File: src/rtl/pfx_pkg.sv
package pfx_pkg;
  localparam logic [5:0] PFX_MAJOR = 6'd1;

  typedef enum logic [1:0] {
    PT_LS8  = 2'b00,
    PT_RSV1 = 2'b01,
    PT_MLS  = 2'b10,
    PT_RSV3 = 2'b11
  } pfx_type_e;

  localparam int IMM_HI_W = 18;
  localparam int IMM_LO_W = 16;
  localparam int IMM_W    = IMM_HI_W + IMM_LO_W;

  function automatic logic is_prefix_word(input logic [31:0] w);
    return w[31:26] == PFX_MAJOR;
  endfunction
endpackage

File: src/rtl/pfx_hold.sv
module pfx_hold #(
  parameter int LOW_W = 4
) (
  input  logic             clk,
  input  logic             rst_n,
  input  logic             capture,
  input  logic             clear,
  input  logic [31:0]      word_in,
  input  logic [LOW_W-1:0] alow_in,
  output logic             held_valid,
  output logic [31:0]      held_word,
  output logic [LOW_W-1:0] held_alow
);
  logic             valid_d;
  logic [31:0]      word_d;
  logic [LOW_W-1:0] alow_d;

  always_comb begin
    valid_d = held_valid;
    word_d  = held_word;
    alow_d  = held_alow;
    if (clear) begin
      valid_d = 1'b0;
    end else if (capture) begin
      valid_d = 1'b1;
      word_d  = word_in;
      alow_d  = alow_in;
    end
  end

  always_ff @(posedge clk or negedge rst_n) begin
    if (!rst_n) begin
      held_valid <= 1'b0;
      held_word  <= '0;
      held_alow  <= '0;
    end else begin
      held_valid <= valid_d;
      if (capture && !clear) begin
        held_word <= word_d;
        held_alow <= alow_d;
      end
    end
  end
endmodule

File: src/rtl/pfx_check.sv
module pfx_check
  import pfx_pkg::*;
#(
  parameter int CODE_W = 9,
  parameter int MLS_LO = 64,
  parameter int MLS_HI = 96,
  parameter int LS8_LO = 96,
  parameter int LS8_HI = 112
) (
  input  logic [31:0]       pfx_word,
  input  logic [3:0]        pfx_alow,
  input  logic [15:0]       sfx_low,
  input  logic [CODE_W-1:0] sfx_code,
  input  logic              sfx_is_pfx,
  output logic              illegal,
  output logic              align_fault,
  output logic              pcrel,
  output logic [IMM_W-1:0]  imm
);
  pfx_type_e ptype;
  logic      in_range;

  always_comb begin
    ptype = pfx_type_e'(pfx_word[25:24]);
    unique case (ptype)
      PT_MLS:  in_range = (int'(sfx_code) >= MLS_LO) && (int'(sfx_code) < MLS_HI);
      PT_LS8:  in_range = (int'(sfx_code) >= LS8_LO) && (int'(sfx_code) < LS8_HI);
      default: in_range = 1'b0;
    endcase
    illegal     = sfx_is_pfx || !in_range || sfx_code[0] || (pfx_word[23:21] != 3'd0);
    align_fault = (pfx_alow == 4'hF);
    pcrel       = pfx_word[20];
    imm         = {pfx_word[IMM_HI_W-1:0], sfx_low};
  end
endmodule

File: src/rtl/prefix_merge_decoder.sv
module prefix_merge_decoder
  import pfx_pkg::*;
#(
  parameter int ADDR_W = 32,
  parameter int CODE_W = 9,
  parameter int MLS_LO = 64,
  parameter int MLS_HI = 96,
  parameter int LS8_LO = 96,
  parameter int LS8_HI = 112
) (
  input  logic              clk,
  input  logic              rst_n,
  input  logic              flush,
  input  logic              in_valid,
  input  logic [31:0]       in_word,
  input  logic [ADDR_W-1:0] in_addr,
  input  logic [CODE_W-1:0] in_code,
  output logic              out_valid,
  output logic [CODE_W-1:0] out_code,
  output logic [ADDR_W-1:0] out_addr,
  output logic              out_illegal,
  output logic              out_align_fault,
  output logic              out_prefixed,
  output logic              out_pcrel,
  output logic [33:0]       out_imm
);
  localparam int LOW_W = 4;

  // reset: asserted asynchronously, released on a clock edge
  logic [1:0] rst_sync;
  logic       rst_q_n;
  always_ff @(posedge clk or negedge rst_n) begin
    if (!rst_n) rst_sync <= 2'b00;
    else        rst_sync <= {rst_sync[0], 1'b1};
  end
  assign rst_q_n = rst_sync[1];

  logic              held_valid;
  logic [31:0]       held_word;
  logic [LOW_W-1:0]  held_alow;
  logic              accept, word_pfx, capture, pair, single, clear, emit;
  logic              chk_illegal, chk_align, chk_pcrel;
  logic [IMM_W-1:0]  chk_imm;

  assign accept   = in_valid && !flush;
  assign word_pfx = is_prefix_word(in_word);
  assign capture  = accept && word_pfx && !held_valid;
  assign pair     = accept && held_valid;
  assign single   = accept && !word_pfx && !held_valid;
  assign clear    = flush || pair;
  assign emit     = pair || single;

  pfx_hold #(.LOW_W(LOW_W)) hold_u (
    .clk        (clk),
    .rst_n      (rst_q_n),
    .capture    (capture),
    .clear      (clear),
    .word_in    (in_word),
    .alow_in    (in_addr[5:2]),
    .held_valid (held_valid),
    .held_word  (held_word),
    .held_alow  (held_alow)
  );

  pfx_check #(
    .CODE_W(CODE_W), .MLS_LO(MLS_LO), .MLS_HI(MLS_HI),
    .LS8_LO(LS8_LO), .LS8_HI(LS8_HI)
  ) check_u (
    .pfx_word    (held_word),
    .pfx_alow    (held_alow),
    .sfx_low     (in_word[15:0]),
    .sfx_code    (in_code),
    .sfx_is_pfx  (word_pfx),
    .illegal     (chk_illegal),
    .align_fault (chk_align),
    .pcrel       (chk_pcrel),
    .imm         (chk_imm)
  );

  logic              valid_d, illegal_d, align_d, prefixed_d, pcrel_d;
  logic [CODE_W-1:0] code_d;
  logic [ADDR_W-1:0] addr_d;
  logic [33:0]       imm_d;

  always_comb begin
    valid_d    = emit;
    code_d     = in_code;
    addr_d     = in_addr;
    illegal_d  = 1'b0;
    align_d    = 1'b0;
    prefixed_d = 1'b0;
    pcrel_d    = 1'b0;
    imm_d      = '0;
    if (pair) begin
      code_d     = in_code | CODE_W'(1);
      addr_d     = {in_addr[ADDR_W-1:6], held_alow, in_addr[1:0]};
      illegal_d  = chk_illegal;
      align_d    = chk_align;
      prefixed_d = 1'b1;
      pcrel_d    = chk_pcrel;
      imm_d      = chk_imm;
    end
  end

  always_ff @(posedge clk or negedge rst_q_n) begin
    if (!rst_q_n) begin
      out_valid       <= 1'b0;
      out_code        <= '0;
      out_addr        <= '0;
      out_illegal     <= 1'b0;
      out_align_fault <= 1'b0;
      out_prefixed    <= 1'b0;
      out_pcrel       <= 1'b0;
      out_imm         <= '0;
    end else begin
      out_valid <= valid_d;
      if (emit) begin
        out_code        <= code_d;
        out_addr        <= addr_d;
        out_illegal     <= illegal_d;
        out_align_fault <= align_d;
        out_prefixed    <= prefixed_d;
        out_pcrel       <= pcrel_d;
        out_imm         <= imm_d;
      end
    end
  end
endmodule

File: config.mk
export PLATFORM = sky130hd
export DESIGN_NAME = prefix_merge_decoder
export DESIGN_NICKNAME = d
export VERILOG_FILES = /design/src/rtl/pfx_pkg.sv /design/src/rtl/pfx_hold.sv /design/src/rtl/pfx_check.sv /design/src/rtl/prefix_merge_decoder.sv
export SDC_FILE = /design/constraint.sdc
export NUM_CORES = 1
export LEC_CHECK = 0
export BUFFER_PORTS_ARGS = -buffer_cell sky130_fd_sc_hd__buf_4
export CAP_MARGIN = 10
export CORE_UTILIZATION = 49
export CTS_CLUSTER_DIAMETER = 50
export DETAILED_ROUTE_END_ITERATION = 10
export PLACE_DENSITY = 0.85
export SLEW_MARGIN = 40
export SYNTH_ARGS = -nofsm -noshare
export SYNTH_HDL_FRONTEND = slang
export SYNTH_SLANG_ARGS = --single-unit
File: constraint.sdc
create_clock -name clk -period 4.53 [get_ports clk]
set_clock_uncertainty 0.05 [all_clocks]
set_input_delay 0.6795 -clock clk [delete_from_list [all_inputs] [get_ports clk]]
set_output_delay 0.6795 -clock clk [all_outputs]
set_load 0.01 [all_outputs]
* Word-level counts from Yosys, hierarchy flattened *
Cells that the tools add are included.
Widths: inputs -> output; s select.

storage, ports and cells
  register bits = 113
  input port bits = 77

cells by class
  magnitude comparators = 4
  equal/unequal tests = 3
  mux-type cells = 10
  bitwise gates (word level) = 1
  reductions and logical operators = 23

operator list
  operator            number
  $mux 34             1
  $ge 9x7->1 const B  2
  $lt 9x7->1 const B  2
  $logic_and 1x1->1   9
  $mux 1              7
  $eq 6x1->1 const B  1
  $mux 6              1
  $logic_not 1->1     5
  $logic_or 1x1->1    5
  $eq 4x4->1 const B  1
  $reduce_and 3->1    1
  $reduce_bool 3->1   1
  $eq 2x2->1 const B  1
  $logic_not 2->1     1
  $pmux 1 s2          1
  $reduce_bool 2->1   1
  $not 1->1           1

* Logic depth before layout (Yosys ltp) *
Gate-level depths: netlist (run 1).

  word-level depth = 8
  gate-level depth with buffers = 8

* Cells and area by module *
A second synthesis (run 1) with hierarchy kept.

unflattened totals
  cell total of the unflattened synthesis = 326
  area total of the unflattened synthesis = 5062.4 um^2

modules (own cells, without submodules)
  module                times used  cells each  area an instance (um^2)  sequential area each (um^2)
  prefix_merge_decoder  1           204         3199.3                   2052.0
  pfx_hold              1           80          1545.2                   925.9
  pfx_check             1           42          317.8                    0.0

* Worst setup path after synthesis (run 1) *
Ideal clock, no wire load.

  path type = input port to flip-flop
  start point = input in_word[27]
  end point = register out_addr[22]
  arrival time = 2.528 ns
  data required time = 4.355 ns
  slack = 1.827 ns
  stages = 8
  path buffers = 3
  cells stage by stage = or4b_1 > or3_1 > buf_2 > o21ai_4 > inv_2 > buf_6 > buf_6 > mux2_4

on the way
  word-level cells in the longest chain between the ends = 5

RTL lines
  what                             line                         RTL
  start: declaration               prefix_merge_decoder.sv:15   input logic [31:0] in_word,
  $eq 6x1->1                       pfx_pkg.sv:16                return w[31:26] == PFX_MAJOR;
  $logic_not 1->1                  prefix_merge_decoder.sv:49   assign single = accept && !word_pfx && !held_valid;
  $logic_and 1x1->1 (2 in series)  prefix_merge_decoder.sv:49
  $logic_or 1x1->1                 prefix_merge_decoder.sv:51   assign emit = pair || single;
  via emit                         prefix_merge_decoder.sv:41   logic accept, word_pfx, capture, pair, single, clear, emit;
  end signal: assignment           prefix_merge_decoder.sv:119  out_addr <= addr_d;
  end: declaration                 prefix_merge_decoder.sv:20   output logic [ADDR_W-1:0] out_addr,

The timed path passes the listed nets, and every way through them passes these cells.
A chain may end at the register's enable or synchronous reset.

* Worst setup path after layout (run 1) *
  start point = input in_word[27]
  end point = register out_addr[24]

on the way
  word-level cells in the longest chain between the ends = 5

RTL lines
  what                             line
  $eq 6x1->1                       pfx_pkg.sv:16
  $logic_not 1->1                  prefix_merge_decoder.sv:49
  $logic_and 1x1->1 (2 in series)  prefix_merge_decoder.sv:49
  $logic_or 1x1->1                 prefix_merge_decoder.sv:51

Every way passes these cells.

==> results of run 1 <==
[stage by stage]
stage	hold WS (ns)	cell area, sq um	utilization, %	setup WS [ns]	power, mW
final	0.229	5660	68.9	1.50	2.03
after CTS	0.249	5650	68.8	1.51	2.06
after detailed placement	0.240	5430	66.1	1.12	1.44
after global routing	0.272	5660	68.9	1.43	2.13
after floorplan	0.281	4170	-	1.16	1.26
after global placement	0.289	5410	65.9	1.19	1.42
[cells in the mapped netlist, drive strengths merged (2+ instances only)]
| master | n |
|---|---|
| a21oi | 6 |
| o22ai | 10 |
| a22o | 35 |
| nand2 | 5 |
| nor2 | 3 |
| mux2 | 64 |
| dfrtp | 111 |
| buf | 6 |
| clkbuf | 9 |
| nor3 | 2 |
| nand3 | 2 |
| inv | 2 |
[flip-flops by register name (all words and copies together) (netlist names)]
| name | flops |
|---|---|
| hold_u.held_alow | 4 |
| hold_u.held_valid | 1 |
| hold_u.held_word | 24 |
| out_addr | 32 |
| out_align_fault | 1 |
| out_code | 9 |
| out_illegal | 1 |
| out_imm | 34 |
| out_pcrel | 1 |
| out_prefixed | 1 |
| out_valid | 1 |
| rst_sync | 2 |
[metal layers]
layer | global-route usage (%) | vias to the layer above
met5 | 0 | -
met4 | 3.46 | 0
met3 | 7.85 | 4
met2 | 35.9 | 121
met1 | 24.9 | 1457
li1 | - | 1291
[report_power, final]
group | switching, mW | total [mW] | internal, mW
sequential | 0.0497 | 1.12 | 1.07
clock | 0.347 | 0.616 | 0.269
combinational | 0.117 | 0.299 | 0.182
[final cells by class]
| cell class | instances | area [sq um] | area share (%) |
|---|---|---|---|
| clock inverters | 7 | 87.6 | 1.55 |
| clock buffers | 9 | 124 | 2.19 |
| flip-flops and latches | 111 | 2780 | 49.1 |
| inverters | 2 | 7.51 | 0.133 |
| well taps | 105 | 131 | 2.32 |
| multi-input cells | 140 | 1310 | 23.2 |
| repair buffers | 160 | 1220 | 21.5 |
[critical path: stages]
cell and delay, ns:
sky130_fd_sc_hd__buf_4 0.11, sky130_fd_sc_hd__or4b_1 0.60, sky130_fd_sc_hd__or3_1 0.50, sky130_fd_sc_hd__o21ai_4 0.51, sky130_fd_sc_hd__inv_2 0.42, sky130_fd_sc_hd__mux2_4 0.41
[cells by family after synthesis]
logic type / after synthesis
compound gates: 54
flops: 111
simple gates: 20
mux: 65
buf+inv: 17
other cells: 1
[worst min path at each step]
stage	cells past startpoint	endpoint
after CTS	0	out_imm[19]$_DFFE_PN0P_
after global routing	0	out_imm[19]$_DFFE_PN0P_
final	0	out_imm[19]$_DFFE_PN0P_
after floorplan	0	rst_sync[1]$_DFF_PN0_
after global placement	0	rst_sync[1]$_DFF_PN0_
after detailed placement	0	out_imm[19]$_DFFE_PN0P_
==> impl_metrics.sql, run 1 <==
INSERT INTO impl_metrics (metric_group, metric, value, unit) VALUES
('global_routing', 'first_global_vias', '2880', ''),
('timing', 'grt_setup_unrepaired', 'false', ''),
('synth', 'syn_area_per_cell', '15.6', 'sq um'),
('clock_tree', 'tritoncts', 'done', ''),
('clock_tree', 'cts_buffer_count', '9', ''),
('synth', 'async_reset_ff_share', '100', '%'),
('drt', 'wl_per_cell', '16.9', 'um'),
('layout', 'most_common_cell_after_layout_fill_and_taps_aside', 'sky130_fd_sc_hd__buf_4', ''),
('global_routing', 'grt_start_max_net_pins', '43', ''),
('setup_path', 'crit_path_end_kind', 'flip-flop', ''),
('synth', 'post_synth_mux_area_share', '18.3', '%'),
('die', 'design.portCount', '157', ''),
('clock_tree', 'cts.htree.levels', '3', ''),
('layout', 'synthToLayoutAreaGrowth', '35.8', '%'),
('timing', 'final_min_period_over_clock_period', '67.0', '%'),
('timing', 'hold_viol', '0', ''),
('die', 'num_rows', '33', ''),
('synth', 'post_synth_num_cell_types', '28', ''),
('synth', 'netlist.top_cell.by_area', 'sky130_fd_sc_hd__dfrtp_1', ''),
('drt', 'detail_route.vias_per_cell', '5.38', ''),
('layout', 'final_cell_mix', 'sky130_fd_sc_hd__buf_4, sky130_fd_sc_hd__dfrtp_1, sky130_fd_sc_hd__mux2_2', ''),
('setup_path', 'path_max_fanout', '29', ''),
('clock_tree', 'hold_buffers', '1', ''),
('synth', 'mappedNetlistNets', '345', ''),
('die', 'floorplan.initialDensity', '50.7', '%'),
('power', 'power.leakage', '2.86', 'nW'),
('global_routing', 'first_pass_grt_wire_length', '14000', 'um'),
('place', 'global_placer_s_final_weighted_congestion', '0.784', ''),
('clock_tree', 'cts_post_setup_buffers_inserted', '0', ''),
('synth', 'synth-simple-area-share', '2.55', '%'),
('outcome', 'outcome', 'finished, final reports clean', ''),
('drt', 'detail_route.wirelength.met1', '3640', 'um'),
('setup_path', 'worst-r2r-cell-count', '3', ''),
('layout', 'nNetsFinal', '501', ''),
('drt', 'wl_met3', '803', 'um'),
('clock_tree', 'clock_sinks', '111', ''),
('die', 'core_area', '8220', 'sq um'),
('setup_path', 'worst_setup_path_endpoint', 'out_addr[24]$_DFFE_PN0P_', ''),
('place', 'hpwlAfterDp', '6480', 'um'),
('synth', 'synth-warning-count', '0', ''),
('layout', 'fillCellCount', '587', ''),
('clock_tree', 'clkSlewWorstSetupHoldPaths', '0.11', 'ns'),
('synth', 'syn_inst', '268', ''),
('synth', 'synth-adder-area-share', '0', '%'),
('drt', 'dr.pass1.iters', '4', ''),
('drt', 'detailroute.wirelength.met2', '4520', 'um'),
('drt', 'detail_route.drc_violations', '0', ''),
('clock_tree', 'clock_tree.root_cell', 'sky130_fd_sc_hd__clkbuf_8', ''),
('drt', 'initialDrtViolationCount', '92', ''),
('global_routing', 'grt_remaining_overflow', '0', ''),
('synth', 'synth-seq-cells', '111', ''),
('layout', 'layoutNonFillerInstCount', '534', ''),
('setup_path', 'arrival_worst_endpoint', '3.23', 'ns'),
('timing', 'tns', '0', 'ns'),
('drt', 'vias', '2873', ''),
('layout', 'layout-drive-gt1-share', '56.9', '%'),
('die', 'dieArea', '8880', 'sq um'),
('clock_tree', 'clk_latency', '0.36', 'ns'),
('setup_path', 'crit_path_start_kind', 'input pin', ''),
('layout', 'antennaDiodeCount', '0', ''),
('timing', 'timing.fmax', '0.330', 'GHz'),
('timing', 'slew_at_the_pin_closest_to_its_max_slew_limit', '0.645', 'ns'),
('synth', 'synthFlopType', 'sky130_fd_sc_hd__dfrtp_1', ''),
('power', 'power.density', '359', 'nW/um^2'),
('place', 'place.port_buffers', '154', ''),
('synth', 'synth_xor_area_share', '0', '%'),
('timing', 'post-route-min-period', '3.03', 'ns'),
('clock_tree', 'postCtsResizedCells', '0', ''),
('place', 'place_inst', '517', ''),
('timing', 'slew_headroom', '56.9', '%'),
('synth', 'synth-compound-area-share', '10.4', '%');
Note: power is estimated with default switching activity, not from simulation.
==> run 2, diff against run 1 <==
- ABC_AREA: unset -> 1
- CORE_UTILIZATION: 49 -> 45
- PLACE_DENSITY: 0.85 -> 0.81
- clock period: 4.53 -> 2.6 ns (I/O delays scaled with it)
==> run 2 against run 1 <==
Net effect: setup slack got worse by 0.63 ns; die area increased by 17%; flip-flop and latch count unchanged; utilization decreased by 7.9 points; critical path depth unchanged; register-to-register slack got worse by 1.7 ns; routed wire length increased by 21%; sequential power increased by 71%.
==> impl_metrics.sql, run 2 <==
INSERT INTO impl_metrics (metric_group, metric, value, unit) VALUES
('layout', 'antennaDiodeCount', '0', ''),
('synth', 'synth-compound-area-share', '0.112', '%'),
('power', 'sequentialPowerShare', '56.6', '%'),
('die', 'dieArea', '10400', 'sq um'),
('timing', 'tns', '0', 'ns'),
('timing', 'slew_headroom', '61.7', '%'),
('timing', 'timing.hold.ws', '0.118', 'ns'),
('synth', 'netlist.top_cell.by_area', 'sky130_fd_sc_hd__dfrtp_1', ''),
('power', 'swShare', '26.9', '%'),
('timing', 'final_min_period_over_clock_period', '66.7', '%'),
('layout', 'layoutNonFillerInstCount', '794', ''),
('power', 'p_sw', '913', 'uW'),
('clock_tree', 'clk_latency', '0.36', 'ns'),
('setup_path', 'timing.rr.start', 'hold_u.held_valid$_DFFE_PN0P_', ''),
('setup_path', 'crit_path_start_kind', 'flip-flop', ''),
('setup_path', 'arrival_worst_endpoint', '1.99', 'ns'),
('layout', 'layout.cell_area.non_filler', '5940', 'sq um'),
('place', 'place_worst_setup_slack', '0.676', 'ns'),
('global_routing', 'grt_remaining_overflow', '0', ''),
('global_routing', 'grt.total_usage', '21.4', '%'),
('synth', 'synth.area.top_cells', 'sky130_fd_sc_hd__dfrtp_1, sky130_fd_sc_hd__nand2_1, sky130_fd_sc_hd__nand3_1', ''),
('clock_tree', 'hold_buffers', '1', ''),
('die', 'core_area', '9730', 'sq um'),
('layout', 'layout-drive-gt1-share', '28.6', '%'),
('drt', 'drt.antenna.violating_nets', '0', ''),
('timing', 'post-route-min-period', '1.73', 'ns'),
('place', 'placement_stage_cell_area', '5740', 'sq um'),
('synth', 'mappedNetlistNets', '588', ''),
('synth', 'async_reset_ff_share', '100', '%'),
('synth', 'netlist_top_cells_count', 'sky130_fd_sc_hd__nand2_1, sky130_fd_sc_hd__dfrtp_1, sky130_fd_sc_hd__nand3_1', ''),
('timing', 'timing.fmax', '0.576', 'GHz'),
('global_routing', 'first_pass_grt_wire_length', '16900', 'um'),
('outcome', 'outcome', 'finished, final reports clean', ''),
('setup_path', 'crit_path_end_kind', 'flip-flop', ''),
('place', 'place.port_buffers', '154', ''),
('die', 'floorplan.initialDensity', '46.1', '%'),
('die', 'num_rows', '36', ''),
('clock_tree', 'cts.htree.levels', '3', ''),
('drt', 'dr.pass1.iters', '4', ''),
('place', 'hpwlAfterDp', '7690', 'um'),
('drt', 'vias', '3878', ''),
('timing', 'setup_ws', '0.865', 'ns'),
('synth', 'post-synth-top-count-cell', 'sky130_fd_sc_hd__nand2_1', ''),
('job', 'drv_cap', '0', ''),
('layout', 'max_flop_register', 'out_imm', ''),
('die', 'dieWidth', '102', 'um'),
('setup_path', 'crit_path_start', 'hold_u.held_valid$_DFFE_PN0P_', ''),
('synth', 'syn_area_per_cell', '8.78', 'sq um'),
('clock_tree', 'max-clock-path-buffers', '2', ''),
('drt', 'detail_route.drc_violations', '0', ''),
('synth', 'post_synth_num_cell_types', '17', ''),
('setup_path', 'path_max_fanout', '52', ''),
('synth', 'synth.yosys.seq_area_share', '61.9', '%'),
('place', 'global_placer_s_final_weighted_congestion', '0.780', ''),
('timing', 'grt_setup_unrepaired', 'false', ''),
('clock_tree', 'cts_buffer_count', '9', ''),
('synth', 'number_of_synthesized_flops_with_an_enable_pin', '0', ''),
('timing', 'final_max_slew_viol_count', '0', ''),
('clock_tree', 'clock_tree.root_cell', 'sky130_fd_sc_hd__clkbuf_8', ''),
('drt', 'wl_per_cell', '13.7', 'um'),
('clock_tree', 'cts_post_setup_buffers_inserted', '0', ''),
('layout', 'final_cell_mix', 'sky130_fd_sc_hd__nand2_1, sky130_fd_sc_hd__buf_4, sky130_fd_sc_hd__dfrtp_1', ''),
('synth', 'combinational_family_with_the_most_area_after_synthesis', 'simple AND/OR/NAND/NOR gates', ''),
('die', 'die_h', '102', 'um'),
('global_routing', 'grt_start_max_net_pins', '62', ''),
('drt', 'detail_route.vias_per_cell', '4.88', ''),
('clock_tree', 'postCtsResizedCells', '0', ''),
('synth', 'synth-adder-area-share', '0', '%'),
('synth', 'synth-seq-cells', '111', ''),
('setup_path', 'timing.critical_path.cells', 'inv_2, nand4_2, nand2_2, buf_4, nand2_1, nand2_1', ''),
('setup_path', 'slowest_delay', '0.48', 'ns'),
('layout', 'most_common_cell_after_layout_fill_and_taps_aside', 'sky130_fd_sc_hd__nand2_1', ''),
('power', 'vdd_drop_max', '0.000329', 'V'),
('clock_tree', 'clock_sinks', '111', ''),
('timing', 'setup-violations-final', '0', ''),
('synth', 'post_synth_mux_area_share', '0', '%'),
('drt', 'initialDrtViolationCount', '135', ''),
('setup_path', 'cp_common_cell', 'sky130_fd_sc_hd__nand2_1', ''),
('drt', 'wirelength', '10900', 'um'),
('synth', 'synth-warning-count', '0', ''),
('timing', 'slew_at_the_pin_closest_to_its_max_slew_limit', '0.573', 'ns'),
('synth', 'synth_xor_area_share', '0', '%'),
('setup_path', 'cp.required', '2.86', 'ns'),
('synth', 'mappedNetlistArea', '4480', 'sq um'),
('synth', 'syn_inst', '511', ''),
('layout', 'nNetsFinal', '733', ''),
('synth', 'yosysTopAreaCellShare', '61.9', '%'),
('global_routing', 'first_global_vias', '3489', ''),
('setup_path', 'worst_path_max_delay_cell', 'sky130_fd_sc_hd__dfrtp_1', ''),
('power', 'combinationalPowerShare', '14.4', '%'),
('layout', 'max_ffs_per_register', '34', ''),
('power', 'power.share.clock', '29.0', '%'),
('clock_tree', 'tritoncts', 'done', ''),
('die', 'design.portCount', '157', ''),
('place', 'place_inst', '777', ''),
('layout', 'synthToLayoutAreaGrowth', '32.4', '%'),
('layout', 'reg_top3', 'out_imm (34), out_addr (32), hold_u.held_word (24)', ''),
('hold_path', 'worst_hold_path_type', 'reg -> async', ''),
('clock_tree', 'clkSlewWorstSetupHoldPaths', '0.11', 'ns'),
('power', 'internal_power', '2.48', 'mW'),
('global_routing', 'antenna_found_initial', '0', ''),
('timing', 'hold_viol', '0', ''),
('power', 'power.density', '571', 'nW/um^2'),
('setup_path', 'timing.setup.critical_path_class', 'reg -> reg', ''),
('synth', 'synth-simple-area-share', '33.1', '%'),
('layout', 'fillCellCount', '882', ''),
('synth', 'synthFlopType', 'sky130_fd_sc_hd__dfrtp_1', ''),
('power', 'power.leakage', '3.42', 'nW');
==> run 2: cell types whose count changed in the layout (fill, tap and decap cells not counted), sizes merged, moves of 2 or more <==
cell and delta:
mux2 -64, o22ai -10, nor3 -2, a21oi -5, clkinv +2, nand2 +263
nor2 +6, a22o -35, nand4 +28, buf +6, nand3 +48, inv +7
==> run 2: cells by family (layout without fill, tap and decap cells) <==
group	count (synthesis)	in the layout
simple gates	356	356
flops	111	111
buf+inv	42	192
other cells	1	1
compound gates	1	1
==> run 2: power by group through the flow <==
stage	registers [mW]	clock network, mW	logic, mW
2_1_floorplan	2.00	0	0.150
3_3_place_gp	1.95	0	0.479
3_5_place_dp	1.95	0	0.494
4_1_cts	1.92	1.01	0.496
5_1_grt	1.93	1.07	0.543
6_report	1.92	0.982	0.488
==> run 2: worst paths after layout <==
| path | slack, ns | cells after the start | endpoint |
|---|---|---|---|
| max | 0.87 | 6 | out_imm[9]$_DFFE_PN0P_ |
| min | 0.12 | 0 | out_addr[5]$_DFFE_PN0P_ |
| max reg2reg | 0.87 | 6 | out_imm[9]$_DFFE_PN0P_ |
| min reg2reg | 0.12 | 0 | out_addr[5]$_DFFE_PN0P_ |
| max in group asynchronous | 1.67 | 1 | out_imm[20]$_DFFE_PN0P_ |
| min in group clk | 0.18 | 3 | out_imm[11]$_DFFE_PN0P_ |
==> run 2: cell type report <==
type                       instances  area (sq um)  area share (%)
sequential                       111          2780            46.8
multi-input combinational        358          1500            25.3
timing repair buffer             166          1260            21.2
tap                              133           166            2.80
clock buffer                      10           138            2.32
clock inverter                     6          51.3           0.864
inverter                          10          37.5           0.632
==> run 2: through the flow <==
step                      utilization (%)  total power [mW]
after floorplan                         -              2.15
after global placement               59.0              2.42
after detailed placement             59.0              2.45
after CTS                            61.0              3.43
after global routing                 61.0              3.55
final                                61.0              3.39
==> run 2: metal layers <==
| metal | vias up | share of wire, % | GRT usage, % |
|---|---|---|---|
| met4 | 0 | 2.5 | 10.5 |
| met3 | 17 | 3.9 | 2.67 |
| li1 | 1911 | - | - |
| met2 | 105 | 49 | 34.9 |
| met5 | - | 0 | 0 |
| met1 | 1845 | 44 | 28.5 |
==> run 2: worst max-delay path, delay by kind of cell, from the launching register on <==
family | cells | cell delay (ns)
flip-flops | 1 | 0.48
AND/OR/NAND/NOR | 4 | 0.46
buffers and inverters | 2 | 0.65
==> run 3, diff against run 2 <==
- CORE_UTILIZATION: 45 -> 50
- PLACE_DENSITY: 0.81 -> 0.85
- clock period: 2.6 -> 1.65 ns (I/O delays scaled with it)
==> run 3 against run 2 <==
Net effect: clock power rose by 61%; cell count fell by 2.9%; setup slack got worse by 0.67 ns; critical endpoint is now out_addr[29]$_DFFE_PN0P_; highest routed layer unchanged.
==> impl_metrics.sql, run 3 (synthesis gave the netlist of run 2 again) <==
INSERT INTO impl_metrics (metric_group, metric, value, unit) VALUES
('setup_path', 'worst-r2r-setup-slack', '0.19', 'ns'),
('global_routing', 'grt_remaining_overflow', '0', ''),
('hold_path', 'worst_hold_path_type', 'in -> reg', ''),
('layout', 'max_ffs_per_register', '34', ''),
('drt', 'detail_route.vias_per_cell', '5.16', ''),
('clock_tree', 'cts_buffer_count', '9', ''),
('clock_tree', 'tritoncts', 'done', ''),
('power', 'swShare', '26.2', '%'),
('clock_tree', 'clock_tree.root_cell', 'sky130_fd_sc_hd__clkbuf_8', ''),
('setup_path', 'crit_path_start_kind', 'flip-flop', ''),
('timing', 'tns', '0', 'ns'),
('die', 'dieArea', '9350', 'sq um'),
('drt', 'dr.pass1.iters', '4', ''),
('setup_path', 'arrival_worst_endpoint', '1.70', 'ns'),
('die', 'core_area', '8720', 'sq um'),
('layout', 'synthToLayoutAreaGrowth', '33.3', '%'),
('layout', 'reg_top3', 'out_imm (34), out_addr (32), hold_u.held_word (24)', ''),
('setup_path', 'worst-r2r-cell-count', '5', ''),
('drt', 'vias', '3978', ''),
('global_routing', 'first_global_vias', '3884', ''),
('die', 'num_rows', '34', ''),
('power', 'overall_power_of_the_completed_layout', '5.39', 'mW'),
('drt', 'wirelength', '11200', 'um'),
('global_routing', 'first_pass_grt_wire_length', '18600', 'um'),
('die', 'dieWidth', '96.7', 'um'),
('drt', 'detail_route.drc_violations', '0', ''),
('power', 'p_sw', '1.41', 'mW'),
('power', 'internal_power', '3.98', 'mW'),
('drt', 'initialDrtViolationCount', '199', ''),
('layout', 'max_flop_register', 'out_imm', ''),
('global_routing', 'antenna_found_initial', '0', ''),
('power', 'power.density', '903', 'nW/um^2'),
('clock_tree', 'clk_latency', '0.37', 'ns'),
('clock_tree', 'cts.htree.levels', '3', ''),
('place', 'hpwlAfterDp', '7770', 'um'),
('timing', 'grt_setup_unrepaired', 'false', ''),
('drt', 'wl_per_cell', '14.5', 'um'),
('power', 'sequentialPowerShare', '55.9', '%'),
('hold_path', 'holdPathEnd', 'out_imm[7]$_DFFE_PN0P_', ''),
('global_routing', 'grt_start_max_net_pins', '56', ''),
('clock_tree', 'cts_post_setup_buffers_inserted', '0', ''),
('layout', 'multi_input_comb_area', '1500', 'sq um'),
('power', 'vdd_drop_max', '0.000417', 'V'),
('layout', 'storage_element_area', '2780', 'sq um'),
('setup_path', 'timing.rr.start', 'hold_u.held_valid$_DFFE_PN0P_', ''),
('power', 'power.share.clock', '29.4', '%'),
('layout', 'most_common_cell_after_layout_fill_and_taps_aside', 'sky130_fd_sc_hd__nand2_1', ''),
('setup_path', 'crit_path_end_kind', 'flip-flop', ''),
('place', 'place_worst_setup_slack', '0.184', 'ns'),
('layout', 'nNetsFinal', '735', ''),
('job', 'drv_cap', '0', ''),
('setup_path', 'crit-reg2reg-capture', 'out_addr[29]$_DFFE_PN0P_', ''),
('timing', 'setup-violations-final', '0', ''),
('power', 'power.leakage', '3.45', 'nW'),
('power', 'combinationalPowerShare', '14.7', '%'),
('place', 'place.port_buffers', '154', ''),
('outcome', 'outcome', 'finished, final reports clean', ''),
('setup_path', 'path_max_fanout', '41', ''),
('hold_path', 'hold_path_depth', '3', ''),
('place', 'global_placer_s_final_weighted_congestion', '0.790', ''),
('setup_path', 'timing.setup.critical_path_class', 'reg -> reg', ''),
('layout', 'final_cell_mix', 'sky130_fd_sc_hd__nand2_1, sky130_fd_sc_hd__buf_4, sky130_fd_sc_hd__dfrtp_1', ''),
('timing', 'setup_ws', '0.195', 'ns'),
('die', 'die_h', '96.7', 'um'),
('clock_tree', 'max-clock-path-buffers', '2', ''),
('layout', 'fillCellCount', '698', ''),
('clock_tree', 'clock_sinks', '111', ''),
('timing', 'timing.fmax', '0.687', 'GHz'),
('timing', 'post-route-min-period', '1.46', 'ns'),
('timing', 'final_max_slew_viol_count', '0', ''),
('die', 'floorplan.initialDensity', '51.4', '%'),
('hold_path', 'holdCritStartpoint', 'in_word[7]', ''),
('global_routing', 'grt.total_usage', '24.7', '%'),
('clock_tree', 'clkSlewWorstSetupHoldPaths', '0.10', 'ns'),
('layout', 'antennaDiodeCount', '0', ''),
('drt', 'drt.antenna.violating_nets', '0', ''),
('layout', 'layout-drive-gt1-share', '28.7', '%'),
('setup_path', 'cp.required', '1.90', 'ns'),
('die', 'design.portCount', '157', ''),
('timing', 'final_min_period_over_clock_period', '88.2', '%'),
('timing', 'hold_viol', '0', '');
## run 3: layout make-up
cell class,instances,area share (%)
flip-flops and latches,111,46.5
multi-input cells,358,25.1
repair buffers,168,22.2
clock buffers,13,2.83
well taps,108,2.26
inverters,10,0.628
clock inverters,3,0.419
## run 3: per-layer routing
| metal | track usage (%) | part of all wire (%) | up-vias | wire [um] |
|---|---|---|---|---|
| met5 | 0 | 0 | - | 0 |
| met4 | 9.18 | 2.2 | 0 | 250 |
| met3 | 3.90 | 4.4 | 22 | 487 |
| met2 | 41.7 | 51 | 139 | 5720 |
| met1 | 32.3 | 42 | 1910 | 4700 |
| li1 | - | - | 1907 | - |
## run 3: critical path, stage by stage, from the launching register on
cell                      delay [ns]
sky130_fd_sc_hd__dfrtp_1        0.51
sky130_fd_sc_hd__inv_2          0.08
sky130_fd_sc_hd__nand4_2        0.11
sky130_fd_sc_hd__buf_4          0.39
sky130_fd_sc_hd__nand3_1        0.13
sky130_fd_sc_hd__nand2_1        0.11
## run 3: timing repair
item                      CTS  global route
hold buffers                1             0
hold endpoints to repair    2             0
resized for setup           0             0
## run 3: power groups by stage
stage / combinational, mW / sequential (mW) / clock, mW
after floorplan: 0.237 / 3.16 / 0
after global placement: 0.772 / 3.06 / 0
after detailed placement: 0.798 / 3.07 / 0
after CTS: 0.802 / 3.02 / 1.60
after global routing: 0.874 / 3.04 / 1.70
final: 0.793 / 3.02 / 1.58
## run 3: metrics by stage
| step | hold WS, ns | cell area [sq um] | util, % | std cells |
|---|---|---|---|---|
| 3_5_place_dp | -0.0181 | 5770 | 66.2 | 754 |
| 6_report | 0.0349 | 5980 | 68.5 | 771 |
| 5_1_grt | 0.0307 | 5980 | 68.5 | 771 |
| 4_1_cts | 0.0233 | 5980 | 68.5 | 771 |
| 3_3_place_gp | -0.0199 | 5770 | 66.2 | 754 |
| 2_1_floorplan | -0.0981 | 4490 | - | 511 |
## run 3: worst max path at each step
stage                                             start                               end  slack [ns]  cells after the start
after floorplan                   rst_sync[1]$_DFF_PN0_   hold_u.held_alow[0]$_DFFE_PN0P_        0.40                      0
after global placement                      in_word[29]  hold_u.held_word[13]$_DFFE_PN0P_        0.23                      7
after detailed placement                    in_word[27]   hold_u.held_alow[2]$_DFFE_PN0P_        0.18                      7
after CTS                 hold_u.held_valid$_DFFE_PN0P_          out_addr[29]$_DFFE_PN0P_        0.20                      5
after global routing      hold_u.held_valid$_DFFE_PN0P_          out_addr[29]$_DFFE_PN0P_        0.05                      5
final                     hold_u.held_valid$_DFFE_PN0P_          out_addr[29]$_DFFE_PN0P_        0.19                      5
